**config.mk**
```make
export PLATFORM = sky130hd
export DESIGN_NAME = nw_rf_read_restore
export DESIGN_NICKNAME = d
export VERILOG_FILES = /design/src/rtl/nw_rf_pkg.sv /design/src/rtl/nw_rf_store.sv /design/src/rtl/nw_rf_lane_mux.sv /design/src/rtl/nw_rf_read_restore.sv
export SDC_FILE = /design/constraint.sdc
export NUM_CORES = 2
export LEC_CHECK = 0
export ABC_CLOCK_PERIOD_IN_PS = 5200
export CORE_ASPECT_RATIO = 1.2
export CORE_MARGIN = 2
export CORE_UTILIZATION = 50
export CTS_CLUSTER_SIZE = 16
export DETAILED_ROUTE_END_ITERATION = 8
export GPL_TIMING_DRIVEN = 0
export PLACE_DENSITY = 0.66
export SLEW_MARGIN = 20
export SYNTH_ARGS = -nofsm -noshare
export SYNTH_HDL_FRONTEND = slang
export SYNTH_SLANG_ARGS = --single-unit
```
**constraint.sdc**
```tcl
create_clock -name clk -period 5.2 [get_ports clk]
set_input_delay 0.78 -clock clk [delete_from_list [all_inputs] [get_ports clk]]
set_output_delay 0.78 -clock clk [all_outputs]
set_load 0.1 [all_outputs]
```
**src/rtl/nw_rf_pkg.sv**
```systemverilog
package nw_rf_pkg;
    typedef enum logic [1:0] {
        SRC_DIRECT = 2'd0,
        SRC_MIRROR = 2'd1,
        SRC_ZERO   = 2'd2,
        SRC_ONES   = 2'd3
    } lane_src_e;
endpackage

```
**src/rtl/nw_rf_store.sv**
```systemverilog
module nw_rf_store #(
    parameter int NREGS = 32,
    parameter int NB    = 4
) (
    input  logic                     clk,
    input  logic                     rst_n,
    input  logic                     wr_en,
    input  logic [$clog2(NREGS)-1:0] wr_addr,
    input  logic [NB*8-1:0]          wr_row,
    input  logic [$clog2(NB)-1:0]    wr_len,
    input  logic                     wr_neg,
    input  logic [$clog2(NREGS)-1:0] rd_addr,
    output logic [NB*8-1:0]          rd_row,
    output logic [$clog2(NB)-1:0]    rd_len,
    output logic                     rd_neg
);
    localparam int EL_W = $clog2(NB);

    logic [NB*8-1:0] row_mem [NREGS];
    logic [EL_W-1:0] len_mem [NREGS];
    logic            neg_mem [NREGS];

    always_ff @(posedge clk) begin
        if (!rst_n) begin
            for (int i = 0; i < NREGS; i++) begin
                row_mem[i] <= '0;
                len_mem[i] <= '0;
                neg_mem[i] <= 1'b0;
            end
        end else if (wr_en) begin
            row_mem[wr_addr] <= wr_row;
            len_mem[wr_addr] <= wr_len;
            neg_mem[wr_addr] <= wr_neg;
        end
    end

    // asynchronous read sees the pre-edge contents (no bypass)
    always_comb begin
        rd_row = row_mem[rd_addr];
        rd_len = len_mem[rd_addr];
        rd_neg = neg_mem[rd_addr];
    end
endmodule

```
**src/rtl/nw_rf_lane_mux.sv**
```systemverilog
module nw_rf_lane_mux
    import nw_rf_pkg::*;
(
    input  lane_src_e  sel,
    input  logic [7:0] direct_byte,
    input  logic [7:0] mirror_byte,
    output logic [7:0] out_byte
);
    always_comb begin
        unique case (sel)
            SRC_DIRECT: out_byte = direct_byte;
            SRC_MIRROR: out_byte = mirror_byte;
            SRC_ZERO:   out_byte = 8'h00;
            SRC_ONES:   out_byte = 8'hFF;
            default:    out_byte = 8'h00;
        endcase
    end
endmodule

```
**src/rtl/nw_rf_read_restore.sv**
```systemverilog
module nw_rf_read_restore
    import nw_rf_pkg::*;
#(
    parameter int NREGS       = 32,
    parameter int NB          = 4,
    parameter bit MIRROR_ODD  = 1'b1
) (
    input  logic                     clk,
    input  logic                     rst_n,
    input  logic                     wr_en,
    input  logic [$clog2(NREGS)-1:0] wr_addr,
    input  logic [NB*8-1:0]          wr_row,
    input  logic [$clog2(NB)-1:0]    wr_len,
    input  logic                     wr_neg,
    input  logic                     rd_en,
    input  logic [$clog2(NREGS)-1:0] rd_addr,
    input  logic                     cfg_sign_derived,
    output logic [NB*8-1:0]          rd_data,
    output logic                     rd_valid
);
    localparam int EL_W = $clog2(NB);
    localparam int W    = NB * 8;

    logic [W-1:0]    raw_row;
    logic [EL_W-1:0] raw_len;
    logic            raw_neg;
    logic            mirrored;
    logic [EL_W-1:0] top_lane;
    logic            sign_bit;
    logic [W-1:0]    restored;
    logic [W-1:0]    data_q;
    logic            valid_q;

    nw_rf_store #(.NREGS(NREGS), .NB(NB)) u_store (
        .clk     (clk),
        .rst_n   (rst_n),
        .wr_en   (wr_en),
        .wr_addr (wr_addr),
        .wr_row  (wr_row),
        .wr_len  (wr_len),
        .wr_neg  (wr_neg),
        .rd_addr (rd_addr),
        .rd_row  (raw_row),
        .rd_len  (raw_len),
        .rd_neg  (raw_neg)
    );

    // sign source selection
    always_comb begin
        mirrored = MIRROR_ODD && rd_addr[0];
        top_lane = mirrored ? (EL_W'(NB - 1) - raw_len) : raw_len;
        sign_bit = cfg_sign_derived ? raw_row[{top_lane, 3'b111}] : raw_neg;
    end

    for (genvar k = 0; k < NB; k++) begin : g_lane
        localparam logic [EL_W:0] LANE_IDX = (EL_W + 1)'(k);
        lane_src_e sel;

        always_comb begin
            if ({1'b0, raw_len} < LANE_IDX)
                sel = sign_bit ? SRC_ONES : SRC_ZERO;
            else
                sel = mirrored ? SRC_MIRROR : SRC_DIRECT;
        end

        nw_rf_lane_mux u_mux (
            .sel         (sel),
            .direct_byte (raw_row[8*k +: 8]),
            .mirror_byte (raw_row[8*(NB-1-k) +: 8]),
            .out_byte    (restored[8*k +: 8])
        );

        if (k > 0) begin : g_chk
            // lanes above the length tag leave as pure fill
            a_r3_fill_uniform: assert property (@(posedge clk) disable iff (!rst_n)
                (rd_en && ({1'b0, raw_len} < LANE_IDX)) |=>
                    (rd_data[8*k +: 8] == 8'h00 || rd_data[8*k +: 8] == 8'hFF));
        end
    end

    always_ff @(posedge clk) begin
        if (!rst_n) begin
            data_q  <= '0;
            valid_q <= 1'b0;
        end else begin
            valid_q <= rd_en;
            if (rd_en)
                data_q <= restored;
        end
    end

    assign rd_data  = data_q;
    assign rd_valid = valid_q;

    a_r7_latency: assert property (@(posedge clk) disable iff (!rst_n)
        rd_en |=> rd_valid);

    a_r7_hold: assert property (@(posedge clk) disable iff (!rst_n)
        !rd_en |=> (!rd_valid && $stable(rd_data)));

    a_r4_stored_sign: assert property (@(posedge clk) disable iff (!rst_n)
        (rd_en && !cfg_sign_derived && raw_len != EL_W'(NB - 1)) |=>
            (rd_data[W-1] == $past(raw_neg)));
endmodule

```
* Yosys cells after proc, flatten, opt, wreduce, memory -nomap -nowiden
Memories as Yosys holds them, arrays and structs flattened.
Cells that the tools add are included.
W data, S select, Z words.
** Cells by class
- Reduce and logical (&&, ||, !) cells :: 7
- Equality and inequality tests :: 12
- Mux-type cells :: 26
- Magnitude comparators :: 4
- $add $sub $neg :: 1
** Operators with widths (number)
- $pmux W8 S4 :: 4
- $mux W32 :: 1
- $reduce_or A32 Y1 :: 1
- $mux W5 :: 3
- $eq A2 B2 Y1 const B :: 6
- $mux W1 :: 12
- $mux W2 :: 5
- $logic_not A2 Y1 :: 4
- $eq A2 B1 Y1 const B :: 3
- $lt A5 B6 Y1 const B :: 1
- $eq A1 B2 Y1 const B :: 2
- $lt A2 B2 Y1 const B :: 2
- $bmux W1 S2 :: 1
- $lt A2 B1 Y1 const B :: 1
- $reduce_or A2 Y1 :: 1
- $sub A2 B2 Y2 const A :: 1
- $eq A1 B1 Y1 const B :: 1
- $reduce_or A1 Y1 :: 1
** Storage, ports and cells
- Bits of input ports :: 50
- Word-level logic and storage cells :: 55
- Bits in writable memories :: 1120
- Output and inout bits :: 33
- Register bits :: 33
- Memories kept :: 3
** Memory list
- u_store.row_mem :: depth 32, width 32, rd ports 1, clocked after memory_dff 0, wr ports 32, RTL line nw_rf_store.sv:19 : logic [NB*8-1:0] row_mem [NREGS];
- u_store.len_mem :: depth 32, width 2, rd ports 1, clocked after memory_dff 0, wr ports 32, RTL line nw_rf_store.sv:20 : logic [EL_W-1:0] len_mem [NREGS];
- u_store.neg_mem :: depth 32, width 1, rd ports 1, clocked after memory_dff 0, wr ports 32, RTL line nw_rf_store.sv:21 : logic neg_mem [NREGS];

* Longest topological paths before layout
An unclocked memory read counts as a cell.
- Word-level depth :: 10
- Depth in mapped cells :: 12
- Depth with buffers taken out :: 8

* Modules after synthesis
From an unflattened synthesis, not the netlist that was laid out.
** Unflattened totals
- Cell total of the unflattened synthesis :: 4057
- Area, all modules :: 53097.2 µm²
** By module, submodules not included
- nw_rf_store :: sequential area each 33311.9 µm², times used 1, area each 51257.9 µm², cells each 3866
- nw_rf_read_restore :: sequential area each 660.6 µm², times used 1, area each 1333.8 µm², cells each 123
- nw_rf_lane_mux :: sequential area each 0.0 µm², times used 4, area each 126.4 µm², cells each 17

* Least setup slack after synthesis
No wires, ideal clock.
- Kind :: input port to flip-flop
- Start point :: in wr_addr[1]
- End point :: mem u_store.len_mem[20][0] (netlist bit), enable pin
- Path slack :: 0.797 ns
- Required time :: 4.727 ns
- Arrival time :: 3.930 ns
- Setup time :: 0.473 ns
- Buffers on the path :: 2
- Cell stages on the path :: 4
- Cells stage by stage :: or3_1 > clkbuf_1 > clkbuf_1 > o21ai_0
** RTL lines
- start: declaration :: RTL line nw_rf_read_restore.sv:11 : input logic [$clog2(NREGS)-1:0] wr_addr,
- end: declaration :: RTL line nw_rf_store.sv:20

* Final worst setup path
- Start point :: in rd_addr[0]
- End point :: reg data_q[18] (netlist: rd_data[18])
** On the way
- Cells in the longest elaborated chain, start to end :: 10
- Elaborated cells on any way between the ends :: 17
- Classes of those cells :: 1 x add/sub; 1 x order compare; 3 x eq/ne; 8 x mux; 1 x reduce/logical; 3 x memory
** RTL lines
- start: declaration :: RTL line nw_rf_read_restore.sv:16 : input logic [$clog2(NREGS)-1:0] rd_addr,
- $mem_v2 Z32 W2
- $sub A2 B2 Y2 :: RTL line nw_rf_read_restore.sv:51 : top_lane = mirrored ? (EL_W'(NB - 1) - raw_len) : raw_len;
- $mux W2 :: RTL line nw_rf_read_restore.sv:51
- $bmux W1 S2 :: RTL line nw_rf_read_restore.sv:52 : sign_bit = cfg_sign_derived ? raw_row[{top_lane, 3'b111}] : raw_neg;
- $mux W1 (implied by the code) :: RTL line nw_rf_read_restore.sv:52
- $mux W1 :: RTL line nw_rf_read_restore.sv:52
- $mux W1 :: RTL line nw_rf_read_restore.sv:61 : sel = sign_bit ? SRC_ONES : SRC_ZERO;
- $mux W2 :: RTL line nw_rf_read_restore.sv:60 : if ({1'b0, raw_len} < LANE_IDX)
- $eq A2 B2 Y1, or another cell as far along :: RTL line nw_rf_lane_mux.sv:10 : unique case (sel)
- $pmux W8 S4 * :: RTL line nw_rf_lane_mux.sv:10
- end signal: assignment :: RTL line nw_rf_read_restore.sv:88 : data_q <= restored;
- end: declaration :: RTL line nw_rf_read_restore.sv:31 : logic [W-1:0] data_q;
Every way passes the cells marked *; elsewhere a longest branch is shown, timed or not. The select of a mux whose other input is x is not followed.
A chain may end at the register's enable or synchronous reset.

==> results by group <==
Run status
  – Status: complete, no violations

Synthesis
  – Syn Inst Count: 3388
  – Netlist Area Pre-Place: 52200 µm²
  – Ys Warns: 0
  – Post-synth cell types: 44
  – Top cells by area, synth: edfxtp_1 63%, and2_1 13%, mux4_2 13%
  – Post-Syn Nets: 3440
  – Most frequent cells after synthesis: 1095 x and2_1, 1088 x edfxtp_1, 300 x mux4_2
  – Synth top area share: 62.6%
  – Synth area leader: edfxtp_1
  – EDFF count, synth: 1088
  – Post-synthesis sequential element count: 1153
  – Asr flop ratio synth: 0%
  – Most frequent cell after synthesis: and2_1
  – Post-synth top flop: edfxtp_1
  – Sequential area share after synthesis: 65.1%
  – Synth Area per Inst: 15.4 µm²

Power
  – Peak VDD IR: 0.287 mV
  – P per Cell Area: 352 nW/µm²
  – Switching part of the total: 24.8%
  – Overall power: 21.4 mW
  – P_leak: 21.0 nW
  – Clock power frac: 38.5%
  – Combinational power share: 11.0%
  – P_sw: 5.31 mW
  – Reg power frac: 50.4%
  – Internal power: 16.1 mW

Clock network
  – Sink Count: 1153
  – Clock slew at reported path FFs: 70 ps
  – Post-CTS Setup Bufs: 0
  – CTS tree: yes
  – CTS Hold Bufs: 0
  – Num CTS Buffers: 113
  – Worst-skew pair later-pin latency: 730 ps
  – Max clock buf depth: 3
  – H-tree depth: 3
  – Root Buffer: clkbuf_16
  – Post-CTS sizing: 0

Timing
  – # setup viols final: 0
  – Rel. slew slack: 15.4%
  – Unrepaired setup endpoints after global routing: false
  – Worst setup slack after layout: 510 ps
  – Slew Limit Fails: 0
  – Hold Slack: 459 ps
  – FMAX: 213 MHz
  – Clock skew: 32.9 ps
  – Final hold viol count: 0
  – Post-layout min period: 4690 ps
  – Final period utilization: 90.2%
  – Least-Margin Pin Slew: 1270 ps

Critical path
  – Worst Setup Path Type: in2reg
  – CP max stage cell: clkbuf_1
  – Crit-path max cell delay: 710 ps
  – Cells along the critical path: clkdlybuf4s50_1, buf_6, buf_8, buf_4, buf_2, clkbuf_1, inv_1, ha_1, mux2i_1, mux2i_4, o21ai_2, a31oi_1
  – CP endpoint kind: register
  – Worst EP required: 5770 ps
  – Worst-path fanout max: 10
  – Setup crit start kind: primary input
  – CP Data Arrival Time: 5260 ps

Place
  – Placer congestion estimate: 0.949
  – Port Buffers: 79
  – DP Wirelength: 128000 µm
  – Dpl cells: 4920
  – Pre-CTS WS: -43.5 ps
  – Dpl cell area: 57100 µm²

Floorplanning
  – Row cnt: 129
  – Die width: 299 µm
  – Placeable core region: 103000 µm²
  – DIE HEIGHT: 358 µm
  – Total die area: 107000 µm²
  – Initial Util: 50.5%
  – I/O Pins: 83

Global route
  – First-pass GRT wire length: 251000 µm
  – Final global-route overflow total: 0
  – Number of global-route vias before repair: 31538
  – Initial antenna violation count: 17
  – Largest net degree at the start of global routing: 17
  – GRT Total Usage: 34.6%

Finish
  – P&R area growth vs syn: 16.5%
  – Fin area: 60800 µm²
  – Layout cell share with drive strength beyond 1: 18.1%
  – Final std cells w/o fill: 5137
  – Nets@finish: 3713

Flow run
  – Max-capacitance violation count: 0

Route
  – Overall routed net length: 185000 µm
  – DRC: 0
  – Routed wire length per instance: 36.0 µm
  – Via count: 32677
  – First-pass DRT Iterations: 8
  – Antenna viol nets, final: 0
  – Initial DRC count: 5208
  – Number of vias per cell: 6.36

Hold path
  – Hold Crit Class: reg2reg
-- power groups by stage --
stage                     Sequential (mW)  Clock, mW  Combinational [mW]
after floorplan                      11.2          0                1.04
after global placement               11.1          0                2.05
after detailed placement             11.0          0                2.29
after CTS                            10.8       8.22                2.30
after global routing                 10.8       8.56                2.38
final                                10.8       8.25                2.35
-- logic make-up (layout without fill, tap and decap cells) --
kind of cell	count (synthesis)	in the layout	share of synthesized area [%]
adders and majority gates	2	2	0.0480
and+or+nand+nor	1301	1301	14.8
buffers and inverters	323	691	2.61
AOI/OAI and AO/OA	195	195	2.21
xor gates and xnor gates	1	1	0.0168
DFF	1153	1153	65.1
other	0	6	0
muxes	413	413	15.2
-- layout by cell type, fill, tap and decap left out, types with 19 or more instances in the layout --
| master | Yosys | routed |
|---|---|---|
| edfxtp_1 | 1088 | 1088 |
| clkinv_2 | 0 | 25 |
| o21ai_4 | 1 | 33 |
| clkinv_1 | 1 | 22 |
| mux4_2 | 300 | 300 |
| a21oi_1 | 42 | 42 |
| o21ai_0 | 77 | 45 |
| clkbuf_16 | 0 | 116 |
| a22oi_1 | 36 | 36 |
| clkbuf_1 | 265 | 274 |
| buf_16 | 0 | 62 |
| clkbuf_2 | 0 | 19 |
| nor2_2 | 0 | 20 |
| clkdlybuf4s50_1 | 0 | 79 |
| buf_2 | 23 | 29 |
| nor2_1 | 70 | 49 |
| mux2i_1 | 103 | 103 |
| and2_1 | 1095 | 1095 |
| nand2_1 | 89 | 89 |
| dfxtp_1 | 65 | 65 |
-- worst max-delay path, delay by kind of cell --
family                   cells  cell delay [ps]
buffers and inverters        7             2750
AO/OA/AOI/OAI                2              830
multiplexers                 2              460
adder cells (fa/ha/maj)      1              390
-- routing by layer --
metal | share of wire (%) | vias up | track usage [%]
met5 | 0.045 | - | 0
met4 | 7.1 | 12 | 21.1
met3 | 12 | 591 | 8.51
met2 | 46 | 2476 | 54.6
met1 | 34 | 16559 | 43.6
li1 | - | 13039 | -
-- final cells by class --
type	count	area, µm²
clock buffer	149	3090
buffer	319	1380
sequential	1153	34000
inverter	4	15.0
multi-input combinational	1912	17300
clock inverter	61	529
fill	7873	42500
tap	1375	1720
timing repair buffer	158	2790
antenna	6	15.0
-- worst paths after layout --
path | cells after the start | to | slack, ps | from
worst max-delay path | 12 | rd_data[18]$_SDFFE_PN0P_ | 510 | rd_addr[0]
worst min register to register | 2 | u_store.neg_mem[28]$_DFF_P_ | 460 | u_store.neg_mem[28]$_DFF_P_
worst min-delay path | 2 | u_store.neg_mem[28]$_DFF_P_ | 460 | u_store.neg_mem[28]$_DFF_P_
worst max register to register | 8 | rd_data[18]$_SDFFE_PN0P_ | 1690 | u_store.len_mem[7][1]$_SDFFCE_PN0P_
-- state kept, by name, indices dropped and copies added, names as in the netlist --
register / flops
u_store.row_mem: 1024
u_store.len_mem: 64
rd_data: 32
u_store.neg_mem: 32
rd_valid: 1
-- stage by stage --
| stage | setup TNS (ps) | utilization (%) |
|---|---|---|
| 2_1_floorplan | 0 | - |
| 3_3_place_gp | -4041010 | 52.9 |
| 3_5_place_dp | -43.5 | 55.3 |
| 4_1_cts | 0 | 58.8 |
| 5_1_grt | 0 | 58.8 |
| 6_report | 0 | 58.8 |
Power figures use the tool's default switching activity.
